===== src/rtl/hps_pkg.sv =====
package hps_pkg;

  typedef enum logic [1:0] {
    SEL_CTRL     = 2'b00,
    SEL_ADDR     = 2'b01,
    SEL_DATA_INC = 2'b10,
    SEL_DATA_FIX = 2'b11
  } hsel_e;

  typedef struct packed {
    hsel_e       sel;
    logic        rd;
    logic        upper;
    logic [15:0] wdata;
  } hacc_t;

  localparam int CTRL_IRQ_BIT  = 0;
  localparam int CTRL_HINT_BIT = 1;
  localparam int CTRL_W        = 2;

endpackage


===== src/rtl/hps_strobe.sv =====
module hps_strobe (
  input  logic clk,
  input  logic rst,
  input  logic cs_n,
  input  logic stb_a_n,
  input  logic stb_b_n,
  output logic active,
  output logic start
);
  logic act_q;

  // a cycle is live only with the chip selected and a single strobe low
  assign active = ~cs_n & (stb_a_n ^ stb_b_n);
  assign start  = active & ~act_q;

  always_ff @(posedge clk) begin
    if (rst) act_q <= 1'b0;
    else     act_q <= active;
  end

  // one acceptance per strobe, never on two clocks in a row
  p_single_start_r1: assert property (@(posedge clk) disable iff (rst)
    start |=> !start);

endmodule


===== src/rtl/hps_ctrl.sv =====
module hps_ctrl
  import hps_pkg::*;
(
  input  logic              clk,
  input  logic              rst,
  input  logic              wr_en,
  input  logic [CTRL_W-1:0] wr_bits,
  input  logic              core_hint_set,
  output logic              core_irq,
  output logic              hint,
  output logic [15:0]       rdata
);
  logic irq_q, hint_q;

  always_ff @(posedge clk) begin
    if (rst) begin
      irq_q  <= 1'b0;
      hint_q <= 1'b0;
    end else begin
      irq_q <= wr_en & wr_bits[CTRL_IRQ_BIT];
      if (core_hint_set)  hint_q <= 1'b1;
      else if (wr_en)     hint_q <= wr_bits[CTRL_HINT_BIT];
    end
  end

  always_comb begin
    rdata                = '0;
    rdata[CTRL_HINT_BIT] = hint_q;
  end

  assign core_irq = irq_q;
  assign hint     = hint_q;

  // the core interrupt never lasts two cycles
  p_irq_pulse_r8: assert property (@(posedge clk) disable iff (rst)
    core_irq |=> !core_irq);
  // a core set request always leaves the bit set
  p_core_wins_r9: assert property (@(posedge clk) disable iff (rst)
    core_hint_set |=> hint);

endmodule


===== src/rtl/hps_xfer.sv =====
module hps_xfer
  import hps_pkg::*;
#(
  parameter int ADDR_W = 20
) (
  input  logic              clk,
  input  logic              rst,
  input  logic              go,
  input  hacc_t             acc,
  input  logic [15:0]       ctrl_rdata,
  output logic              busy,
  output logic [15:0]       dout,
  output logic              mem_req,
  output logic              mem_we,
  output logic [ADDR_W-3:0] mem_addr,
  output logic [31:0]       mem_wdata,
  input  logic              mem_ack,
  input  logic [31:0]       mem_rdata
);
  localparam int HI_W = ADDR_W - 16;
  localparam logic [ADDR_W-1:0] STEP = ADDR_W'(4);

  logic [ADDR_W-1:0] addr_q;
  logic [15:0]       lo_buf_q, dout_q;
  logic [31:0]       rd_buf_q, wdata_q;
  logic              pend_q, pend_we_q, pend_inc_q;
  logic [31:0]       addr_ext;
  logic              inc_mode;

  assign addr_ext = 32'(addr_q);
  assign inc_mode = (acc.sel == SEL_DATA_INC);

  always_ff @(posedge clk) begin
    if (rst) begin
      addr_q     <= '0;
      lo_buf_q   <= '0;
      dout_q     <= '0;
      rd_buf_q   <= '0;
      wdata_q    <= '0;
      pend_q     <= 1'b0;
      pend_we_q  <= 1'b0;
      pend_inc_q <= 1'b0;
    end else begin
      if (go) begin
        case (acc.sel)
          SEL_CTRL: begin
            if (acc.rd) dout_q <= acc.upper ? 16'h0000 : ctrl_rdata;
          end
          SEL_ADDR: begin
            if (acc.rd)         dout_q <= acc.upper ? addr_ext[31:16] : addr_ext[15:0];
            else if (acc.upper) addr_q[ADDR_W-1:16] <= acc.wdata[HI_W-1:0];
            else                addr_q[15:0] <= {acc.wdata[15:2], 2'b00};
          end
          default: begin
            if (acc.rd) begin
              if (!acc.upper) begin
                pend_q     <= 1'b1;
                pend_we_q  <= 1'b0;
                pend_inc_q <= 1'b0;
              end else begin
                dout_q <= rd_buf_q[31:16];
                if (inc_mode) addr_q <= addr_q + STEP;
              end
            end else begin
              if (!acc.upper) begin
                lo_buf_q <= acc.wdata;
              end else begin
                pend_q     <= 1'b1;
                pend_we_q  <= 1'b1;
                pend_inc_q <= inc_mode;
                wdata_q    <= {acc.wdata, lo_buf_q};
              end
            end
          end
        endcase
      end
      if (pend_q && mem_ack) begin
        pend_q <= 1'b0;
        if (!pend_we_q) begin
          rd_buf_q <= mem_rdata;
          dout_q   <= mem_rdata[15:0];
        end
        if (pend_inc_q) addr_q <= addr_q + STEP;
      end
    end
  end

  assign busy      = pend_q;
  assign dout      = dout_q;
  assign mem_req   = pend_q;
  assign mem_we    = pend_we_q;
  assign mem_addr  = addr_q[ADDR_W-1:2];
  assign mem_wdata = wdata_q;

  // an outstanding request keeps its address, data and direction
  p_req_hold_r4: assert property (@(posedge clk) disable iff (rst)
    pend_q && !mem_ack |=> pend_q && $stable(addr_q) && $stable(wdata_q) && $stable(pend_we_q));
  // the acknowledge retires the request on the next clock
  p_ack_drop_r7: assert property (@(posedge clk) disable iff (rst)
    pend_q && mem_ack |=> !pend_q);
  // returned read data lands on the host bus low half
  p_read_lo_r5: assert property (@(posedge clk) disable iff (rst)
    pend_q && mem_ack && !pend_we_q |=> dout_q == $past(mem_rdata[15:0]));

endmodule


===== src/rtl/host_port_slave.sv =====
module host_port_slave
  import hps_pkg::*;
#(
  parameter int ADDR_W = 20
) (
  input  logic              clk,
  input  logic              rst,
  input  logic              hp_cs_n,
  input  logic              hp_stb_a_n,
  input  logic              hp_stb_b_n,
  input  logic              hp_rnw,
  input  logic [1:0]        hp_regsel,
  input  logic              hp_upper,
  input  logic [15:0]       hp_din,
  output logic [15:0]       hp_dout,
  output logic              hp_dout_en,
  output logic              hp_rdy_n,
  output logic              hp_int_n,
  input  logic              core_hint_set,
  output logic              core_irq,
  output logic              mem_req,
  output logic              mem_we,
  output logic [ADDR_W-3:0] mem_addr,
  output logic [31:0]       mem_wdata,
  input  logic              mem_ack,
  input  logic [31:0]       mem_rdata
);
  logic        act, start, busy, go, ctrl_wr, hint, oe_q;
  logic [15:0] ctrl_rdata;
  hacc_t       acc;

  assign acc     = '{sel: hsel_e'(hp_regsel), rd: hp_rnw, upper: hp_upper, wdata: hp_din};
  assign go      = start & ~busy;
  assign ctrl_wr = go & (acc.sel == SEL_CTRL) & ~acc.rd & ~acc.upper;

  hps_strobe u_strobe (
    .clk     (clk),
    .rst     (rst),
    .cs_n    (hp_cs_n),
    .stb_a_n (hp_stb_a_n),
    .stb_b_n (hp_stb_b_n),
    .active  (act),
    .start   (start)
  );

  hps_ctrl u_ctrl (
    .clk           (clk),
    .rst           (rst),
    .wr_en         (ctrl_wr),
    .wr_bits       (hp_din[CTRL_W-1:0]),
    .core_hint_set (core_hint_set),
    .core_irq      (core_irq),
    .hint          (hint),
    .rdata         (ctrl_rdata)
  );

  hps_xfer #(.ADDR_W(ADDR_W)) u_xfer (
    .clk        (clk),
    .rst        (rst),
    .go         (go),
    .acc        (acc),
    .ctrl_rdata (ctrl_rdata),
    .busy       (busy),
    .dout       (hp_dout),
    .mem_req    (mem_req),
    .mem_we     (mem_we),
    .mem_addr   (mem_addr),
    .mem_wdata  (mem_wdata),
    .mem_ack    (mem_ack),
    .mem_rdata  (mem_rdata)
  );

  always_ff @(posedge clk) begin
    if (rst) oe_q <= 1'b0;
    else     oe_q <= act & hp_rnw;
  end

  assign hp_dout_en = oe_q;
  assign hp_rdy_n   = hp_cs_n | busy | start;
  assign hp_int_n   = ~hint;

  // the pin follows a core set request on the next clock
  p_pin_follows_core_r9: assert property (@(posedge clk) disable iff (rst)
    core_hint_set |=> !hp_int_n);
  // deselecting the port withdraws ready
  p_desel_not_ready_r7: assert property (@(posedge clk) disable iff (rst)
    $rose(hp_cs_n) |-> hp_rdy_n);

endmodule


===== config.mk =====
export PLATFORM = sky130hd
export DESIGN_NAME = host_port_slave
export DESIGN_NICKNAME = d
export VERILOG_FILES = /design/src/rtl/hps_pkg.sv /design/src/rtl/hps_strobe.sv /design/src/rtl/hps_ctrl.sv /design/src/rtl/hps_xfer.sv /design/src/rtl/host_port_slave.sv
export SDC_FILE = /design/constraint.sdc
export NUM_CORES = 1
export LEC_CHECK = 0
export ABC_AREA = 0
export BUFFER_PORTS_ARGS = -buffer_cell sky130_fd_sc_hd__buf_2
export CORE_ASPECT_RATIO = 0.6
export CORE_MARGIN = 3
export CORE_UTILIZATION = 57
export DETAILED_ROUTE_END_ITERATION = 16
export GPL_ROUTABILITY_DRIVEN = 1
export GPL_TIMING_DRIVEN = 0
export PLACE_DENSITY = 0.85
export RECOVER_POWER = 50
export SLEW_MARGIN = 20
export SYNTH_ARGS = -nofsm -noshare
export SYNTH_HDL_FRONTEND = slang
export SYNTH_SLANG_ARGS = --single-unit

===== constraint.sdc =====
create_clock -name clk -period 3.14 [get_ports clk]
set_input_delay 0.471 -clock clk [delete_from_list [all_inputs] [get_ports clk]]
set_output_delay 0.471 -clock clk [all_outputs]
set_load 0.02 [all_outputs]

==> results of run 1 <==
[kinds of logic (layout without fill, tap and decap cells)]
group	Yosys count	count (layout)	synth area share, %
adder cells (fa/ha/maj)	2	2	0.485
AO/OA/AOI/OAI	175	175	21.9
AND/OR/NAND/NOR	280	280	24.5
flip-flops	107	107	41.6
buffers and inverters	80	223	7.72
multiplexers	6	6	1.17
XOR/XNOR	15	15	2.69
[placed cells by master, fill, tap and decap left out, drive strengths merged, types with 2 or more instances in the layout]
cell and n:
xnor2 11, o21ai 19, inv 10, clkbuf 120, buf 89, and3 4, nor4 11, a221oi 29
a21oi 78, o31ai 3, nor3b 4, nor2 40, or4 3, xor2 4, nand2 170, clkinvlp 2
o32ai 3, a211oi 18, ha 2, nor2b 2, or3 2, and2 2, or2 3, nand2b 3
nand4 7, nor3 11, dfxtp 107, mux2i 6, nor4b 3, a22oi 5, o31a 3, nand3 11
a31oi 6
[per-stage QoR]
step / setup WS [ns] / area [um2] / std cells
floorplan: 1.15 / 5150 / 665
global placement: 0.720 / 5940 / 905
detailed placement: 0.629 / 5940 / 905
CTS: 0.656 / 6230 / 920
global route: 0.313 / 6140 / 920
finish: 0.470 / 6140 / 920
[worst paths after layout]
| kind | startpoint | endpoint | slack (ns) | cells past startpoint |
|---|---|---|---|---|
| max reg2reg | u_xfer.busy | u_xfer.dout[8] | 0.47 | 6 |
| min | mem_rdata[25] | u_xfer.rd_buf_q[25] | 0.36 | 3 |
| min reg2reg | u_xfer.rd_buf_q[24] | u_xfer.rd_buf_q[24] | 0.46 | 2 |
| max | u_xfer.busy | u_xfer.dout[8] | 0.47 | 6 |
[power breakdown]
part / switching, mW / internal, mW / total, mW / leakage (nW)
clock: 0.529 / 0.624 / 1.15 / 0.140
combinational: 0.173 / 0.0774 / 0.250 / 1.12
sequential: 0.0130 / 1.37 / 1.39 / 0.863
[cells in the mapped netlist (2+ instances only)]
library cell	number	area, um2
nor2_1	39	146
nand3_1	11	55.1
a31oi_1	6	37.5
nand4_1	6	37.5
o21ai_0	18	90.1
ha_1	2	25.0
nor4_1	11	68.8
nand2_1	170	638
o31a_1	3	26.3
dfxtp_1	107	2140
nor2b_1	2	12.5
or2_2	3	18.8
clkbuf_1	37	139
inv_1	8	30.0
a21oi_1	78	390
buf_2	14	70.1
buf_4	19	143
o32ai_1	3	26.3
nor3_1	9	45.0
nand2b_1	3	18.8
nor3b_1	4	30.0
a211oi_1	18	135
xnor2_1	11	96.3
a22oi_1	5	37.5
and2_1	2	12.5
nor3_2	2	20.0
mux2i_1	6	60.1
or4_1	3	22.5
and3_1	4	25.0
or3_1	2	12.5
a221oi_1	28	245
o31ai_1	3	22.5
nor4b_1	2	17.5
xor2_1	3	26.3
[worst min-delay path: stages]
cell	delay, ns
buf_2	0.10
nand2_1	0.05
a21oi_1	0.05
[per-layer routing]
metal | global-route usage (%) | part of all wire (%) | vias up
met4 | 9.64 | 2.1 | 0
met5 | 0 | 0 | -
li1 | - | - | 2601
met1 | 48.6 | 45 | 2627
met3 | 11.3 | 13 | 43
met2 | 47.0 | 41 | 357
[registers in the layout, summed over array words and instances (netlist names)]
| name | cells |
|---|---|
| u_xfer.mem_wdata | 32 |
| u_xfer.addr_q | 20 |
| u_xfer.dout | 16 |
| u_xfer.lo_buf_q | 16 |
| u_xfer.rd_buf_q | 16 |
| hp_dout_en | 1 |
| u_ctrl.core_irq | 1 |
| u_ctrl.hint | 1 |
| u_strobe.act_q | 1 |
| u_xfer.busy | 1 |
| u_xfer.mem_we | 1 |
| u_xfer.pend_inc_q | 1 |
[cell type report]
type | instances | area [um2]
well taps | 112 | 140
fillers | 733 | 2510
clock buffers | 9 | 225
multi-input cells | 478 | 2600
clock inverters | 6 | 73.8
inverters | 8 | 30.0
plain buffers | 72 | 367
repair buffers | 128 | 559
flip-flops and latches | 107 | 2140
==> impl_metrics.csv, run 1 <==
group,metric,value,unit
die,die_area,10300,um2
final_layout,n_antenna_cell,0,
die,die_w,129,um
die,fp.dieH,79.7,um
worst_setup_path,cp-start-kind,"flop",
timing,clock.fmax,375,MHz
timing,maxSlewViolCount,0,
timing,setup_viol,0,
clock_network,clock_latency,0.35,ns
placed_design,place_congestion,0.976,
logic_synthesis,synth-edff-count,0,
final_layout,drive_gt1_share,15.0,%
drt,via_count,5628,
grt,grt_pass1_wl,26800,um
power_and_ir_drop,p_total,2.79,mW
final_layout,synthToLayoutAreaGrowth,19.1,%
power_and_ir_drop,ir_drop,0.401,mV
clock_network,numCtsBuffers,9,
power_and_ir_drop,power_density,454,nW/um2
drt,drcViolationCount,0,
power_and_ir_drop,leakage,2.12,nW
clock_network,cts_max_path_buffers,2,
logic_synthesis,ys_types,57,
worst_setup_path,crit_fanout,10,
run,max_cap_viol_count,0,
clock_network,clock_sinks,107,
worst_setup_path,critPathCaptureType,"flop",
worst_setup_path,cp_slowest_cell,"nor2_1",
worst_setup_path,path_buf_inv,1,
drt,totalWireLength,17500,um
clock_network,htree_levels,3,
logic_synthesis,syn-instance-count,665,
logic_synthesis,synth_nets,726,
timing,period_share,85.0,%
die,fp.coreArea,8650,um2
logic_synthesis,ys.warnings.count,0,
timing,hold_ws,0.356,ns
worst_setup_path,path_cells,"or3_1 > nor2_1 > o211ai_1 > buf_2 > a221oi_1 > a211oi_1",
min_path,hold_class,"primary input to flop",
drt,firstDrtPassIters,6,
worst_setup_path,critical_path_required,3.34,ns
grt,grt_max_degree,19,
drt,vias_per_cell,6.12,
die,fp-row-count,26,
worst_setup_path,critical-path-top-delay-family,"simple AND/OR/NAND/NOR gates",
timing,worst_pin_slew,0.824,ns
grt,track_usage,33.5,%
die,num_io_pins,131,
logic_synthesis,synth_area,5150,um2
clock_network,cts_tree,"done",
logic_synthesis,yosysSeqAreaShare,41.6,%
timing,slew_headroom,44.5,%
drt,drt_iter0_markers,819,
timing,fin_tns_setup,0,ns
logic_synthesis,ys_seq_elements,107,
timing,rsz0062_at_grt,"false",
drt,wl_per_cell,19.0,um
clock_network,cts.repair.resized,0,
worst_setup_path,critPathMaxStageDelay,0.50,ns
clock_network,post_cts_buffers,0,
grt,grt_pass1_vias,5185,
clock_network,cts_hold_buf,0,
placed_design,dp_hpwl,13100,um
status,status,"finished, final reports clean",
timing,hold_violations,0,
drt,ant_nets,0,
final_layout,fin_util,71.0,%
die,start_util,59.6,%
worst_setup_path,critPathKind,"flop to flop",
logic_synthesis,ys_async_sr_fraction,0,%
grt,antenna_found_initial,0,
worst_setup_path,cp_data_arrival_time,2.87,ns
logic_synthesis,synthFlopType,"dfxtp_1",
placed_design,port_buffers,128,
timing,skew,0.00591,ns
timing,fin_crit,2.67,ns
final_layout,nets,865,
grt,grt-ovfl-total,0,
clock_network,cts.reportedPaths.clkPinSlew,0.07,ns
clock_network,cts-root-buf,"clkbuf_16",
logic_synthesis,avgSynthCellArea,7.75,um2
Note: power is estimated with default switching activity, not from simulation.
==> inputs of run 2 (changes only) <==
--- a/config.mk
+++ b/config.mk
@@ -9,13 +9,14 @@
 export BUFFER_PORTS_ARGS = -buffer_cell sky130_fd_sc_hd__buf_2
 export CORE_ASPECT_RATIO = 0.6
 export CORE_MARGIN = 3
-export CORE_UTILIZATION = 57
+export CORE_UTILIZATION = 58
 export DETAILED_ROUTE_END_ITERATION = 16
 export GPL_ROUTABILITY_DRIVEN = 1
 export GPL_TIMING_DRIVEN = 0
-export PLACE_DENSITY = 0.85
+export PLACE_DENSITY = 0.86
 export RECOVER_POWER = 50
 export SLEW_MARGIN = 20
 export SYNTH_ARGS = -nofsm -noshare
 export SYNTH_HDL_FRONTEND = slang
+export SYNTH_HIERARCHICAL = 1
 export SYNTH_SLANG_ARGS = --single-unit
==> run 2 against run 1 <==
  * Cell count up 3.6%
  * Clock power hardly changed
  * Maximum frequency down 7.2%
  * Clock skew rose by 0.00058 ns
  * Hold slack worse by 0.0088 ns
  * Combinational power increased by 21%
  * Global-route usage grew 1.8 points
  * Synthesized cell count up 2.4%
  * Routed wire length grew 8.1%
  * Sequential cell count did not move
  * Sequential share of layout area fell by 1.9 points
  * Total power rose by 3.2%
==> impl_metrics.csv, run 2 <==
group,metric,value,unit
placed_design,post_dp_cell_area,6250,um2
timing,period_share,91.6,%
final_layout,n_antenna_cell,0,
clock_network,cts_tree,"done",
placed_design,pre_cts_ws,0.106,ns
logic_synthesis,synth_top_area_share,39.6,%
status,status,"finished, final reports clean",
drt,drcViolationCount,0,
clock_network,numCtsBuffers,9,
drt,vias_per_cell,6.23,
power_and_ir_drop,power_density,444,nW/um2
grt,grt_pass1_vias,5500,
die,die_area,10600,um2
logic_synthesis,synth_largest_area_cell,"dfxtp_1",
power_and_ir_drop,ir_drop,0.284,mV
timing,setup_viol,0,
worst_setup_path,reg2reg_from,"u_strobe/act_q",
worst_setup_path,r2r_setup_slack,0.35,ns
logic_synthesis,avgSynthCellArea,7.94,um2
worst_setup_path,critical_path_required,3.42,ns
drt,drt_iter0_markers,880,
min_path,hold_class,"primary input to flop",
logic_synthesis,synth_area,5410,um2
worst_setup_path,critPathCaptureType,"flop",
logic_synthesis,syn-instance-count,681,
logic_synthesis,synth-edff-count,0,
min_path,min_to,"u_xfer/rd_buf_q[24]",
worst_setup_path,path_buf_inv,3,
logic_synthesis,ys_types,62,
placed_design,dp_hpwl,14100,um
worst_setup_path,critPathKind,"primary input to flop",
clock_network,cts_max_path_buffers,2,
clock_network,cts-root-buf,"clkbuf_16",
drt,ant_nets,0,
worst_setup_path,critPathMaxStageDelay,0.50,ns
timing,clock.fmax,347,MHz
logic_synthesis,ys.warnings.count,6,
worst_setup_path,cp_data_arrival_time,3.16,ns
timing,layout_setup_ws,0.262,ns
logic_synthesis,synth_common_cells,"155 x nand2_1, 107 x dfxtp_1, 82 x a21oi_1, 40 x clkbuf_1, 37 x buf_4",
worst_setup_path,worstSetupStartpoint,"hp_stb_b_n",
grt,grt_max_degree,19,
placed_design,port_buffers,130,
final_layout,final_cell_mix,"155 x nand2_1, 107 x dfxtp_1, 101 x clkbuf_1",
final_layout,fill_cells,701,
worst_setup_path,crit_fanout,10,
clock_network,cts_hold_buf,0,
drt,via_count,5939,
worst_setup_path,rr_worst_depth,8,
power_and_ir_drop,leakage,2.47,nW
placed_design,place_congestion,1.00,
grt,grt_pass1_wl,28500,um
timing,maxSlewViolCount,0,
final_layout,drive_gt1_share,19.3,%
die,fp.coreArea,8780,um2
final_layout,mostFrequentLayoutCell,"nand2_1",
worst_setup_path,path_cells,"buf_2 > xnor2_1 > nor3_1 > nor2b_1 > clkbuf_1 > nand2_1 > nor2_1 > clkbuf_1 > nand2_1 > a21oi_1",
die,fp.dieH,80.8,um
die,die_w,131,um
grt,track_usage,35.3,%
run,max_cap_viol_count,0,
grt,grt-ovfl-total,0,
timing,fin_crit,2.88,ns
timing,slew_headroom,46.3,%
drt,wl_per_cell,19.9,um
min_path,min_path_cells,3,
clock_network,cts.repair.resized,0,
drt,firstDrtPassIters,8,
grt,antenna_found_initial,1,
timing,hold_violations,0,
clock_network,htree_levels,3,
die,num_io_pins,131,
final_layout,largest_reg_flops,32,
final_layout,final_cell_area,6480,um2
logic_synthesis,synthFlopType,"dfxtp_1",
logic_synthesis,yosysSeqAreaShare,39.6,%
timing,skew,0.00649,ns
timing,worst_pin_slew,0.797,ns
clock_network,cts.reportedPaths.clkPinSlew,0.08,ns
worst_setup_path,critical-path-top-delay-family,"simple AND/OR/NAND/NOR gates",
drt,totalWireLength,18900,um
die,start_util,61.6,%
logic_synthesis,ys_async_sr_fraction,0,%
clock_network,post_cts_buffers,0,
worst_setup_path,cp-start-kind,"primary input",
worst_setup_path,cp_slowest_cell,"clkbuf_1",
min_path,min_from,"mem_rdata[24]",
worst_setup_path,reg2reg_to,"u_xfer/mem_wdata[27]",
timing,rsz0062_at_grt,"false",
logic_synthesis,yosysMostFrequentCell,"nand2_1",
clock_network,clock_latency,0.35,ns
logic_synthesis,ys_seq_elements,107,
final_layout,synthToLayoutAreaGrowth,19.9,%
final_layout,nets,897,
timing,fin_tns_setup,0,ns
timing,hold_ws,0.348,ns
logic_synthesis,synthTopCellsByArea,"dfxtp_1 40%, nand2_1 11%, a21oi_1 7.6%",
clock_network,clock_sinks,107,
die,fp-row-count,26,
## run 2: changes by cell type after synthesis, moves of 12 or more
cell / before / now
a221oi_1: 28 / 4
buf_4: 19 / 37
mux2_2: 0 / 18
nand2_1: 170 / 155
a222oi_1: 0 / 14
a22o_1: 1 / 13
## run 2: logic make-up (layout without fill, tap and decap cells)
logic type / count (synthesis) / after routing / synth area share (%)
mux: 21 / 21 / 4.30
fa+ha+maj: 2 / 2 / 0.463
buf+inv: 95 / 241 / 9.49
other cells: 1 / 15 / 0.0694
compound gates: 172 / 172 / 20.9
xor+xnor: 8 / 8 / 1.30
simple gates: 275 / 275 / 23.8
flops: 107 / 107 / 39.6
## run 2: area by class of cell
cell class	count	area [um2]	area share, %
Buffer	88	487	7.51
Multi-Input combinational cell	493	2800	43.2
Timing Repair Buffer	130	576	8.88
Tap cell	112	140	2.16
Clock inverter	5	67.6	1.04
Sequential cell	107	2140	33.0
Clock buffer	11	243	3.74
Inverter	7	26.3	0.405
## run 2: how the worst max path moves through the flow
stage                           endpoint  slack (ns)  cells past startpoint
global route        u_xfer/mem_wdata[27]        0.15                     10
floorplan              u_xfer/addr_q[17]        0.92                      9
CTS                 u_xfer/mem_wdata[27]        0.42                     10
global placement    u_xfer/mem_wdata[25]        0.26                     11
detailed placement   u_xfer/mem_wdata[0]        0.11                     10
finish              u_xfer/mem_wdata[27]        0.26                     10
## run 2: through the flow
stage / utilization [%] / total power [mW] / std cells
after floorplan: - / 1.59 / 695
after global placement: 71.2 / 1.70 / 937
after detailed placement: 71.2 / 1.71 / 937
after CTS: 74.7 / 2.87 / 953
after global routing: 73.8 / 2.95 / 953
final: 73.8 / 2.88 / 953
## run 2: tightest hold or removal path, delay by kind of cell
kind                   cells  cell delay, ns
and+or+nand+nor            1            0.05
AOI/OAI and AO/OA          1            0.05
buffers and inverters      1            0.09
## run 2: metal layers
layer  wire length [um]  vias up  GRT usage [%]
met5                 34        -              0
met4                271        2           8.52
met3               2750       33           11.2
met2               7900      472           52.0
met1               7980     2769           50.4
li1                   -     2663              -
## run 2: power by group
group	switching, mW	internal, mW
combinational	0.192	0.109
sequential	0.0175	1.38
clock	0.531	0.653
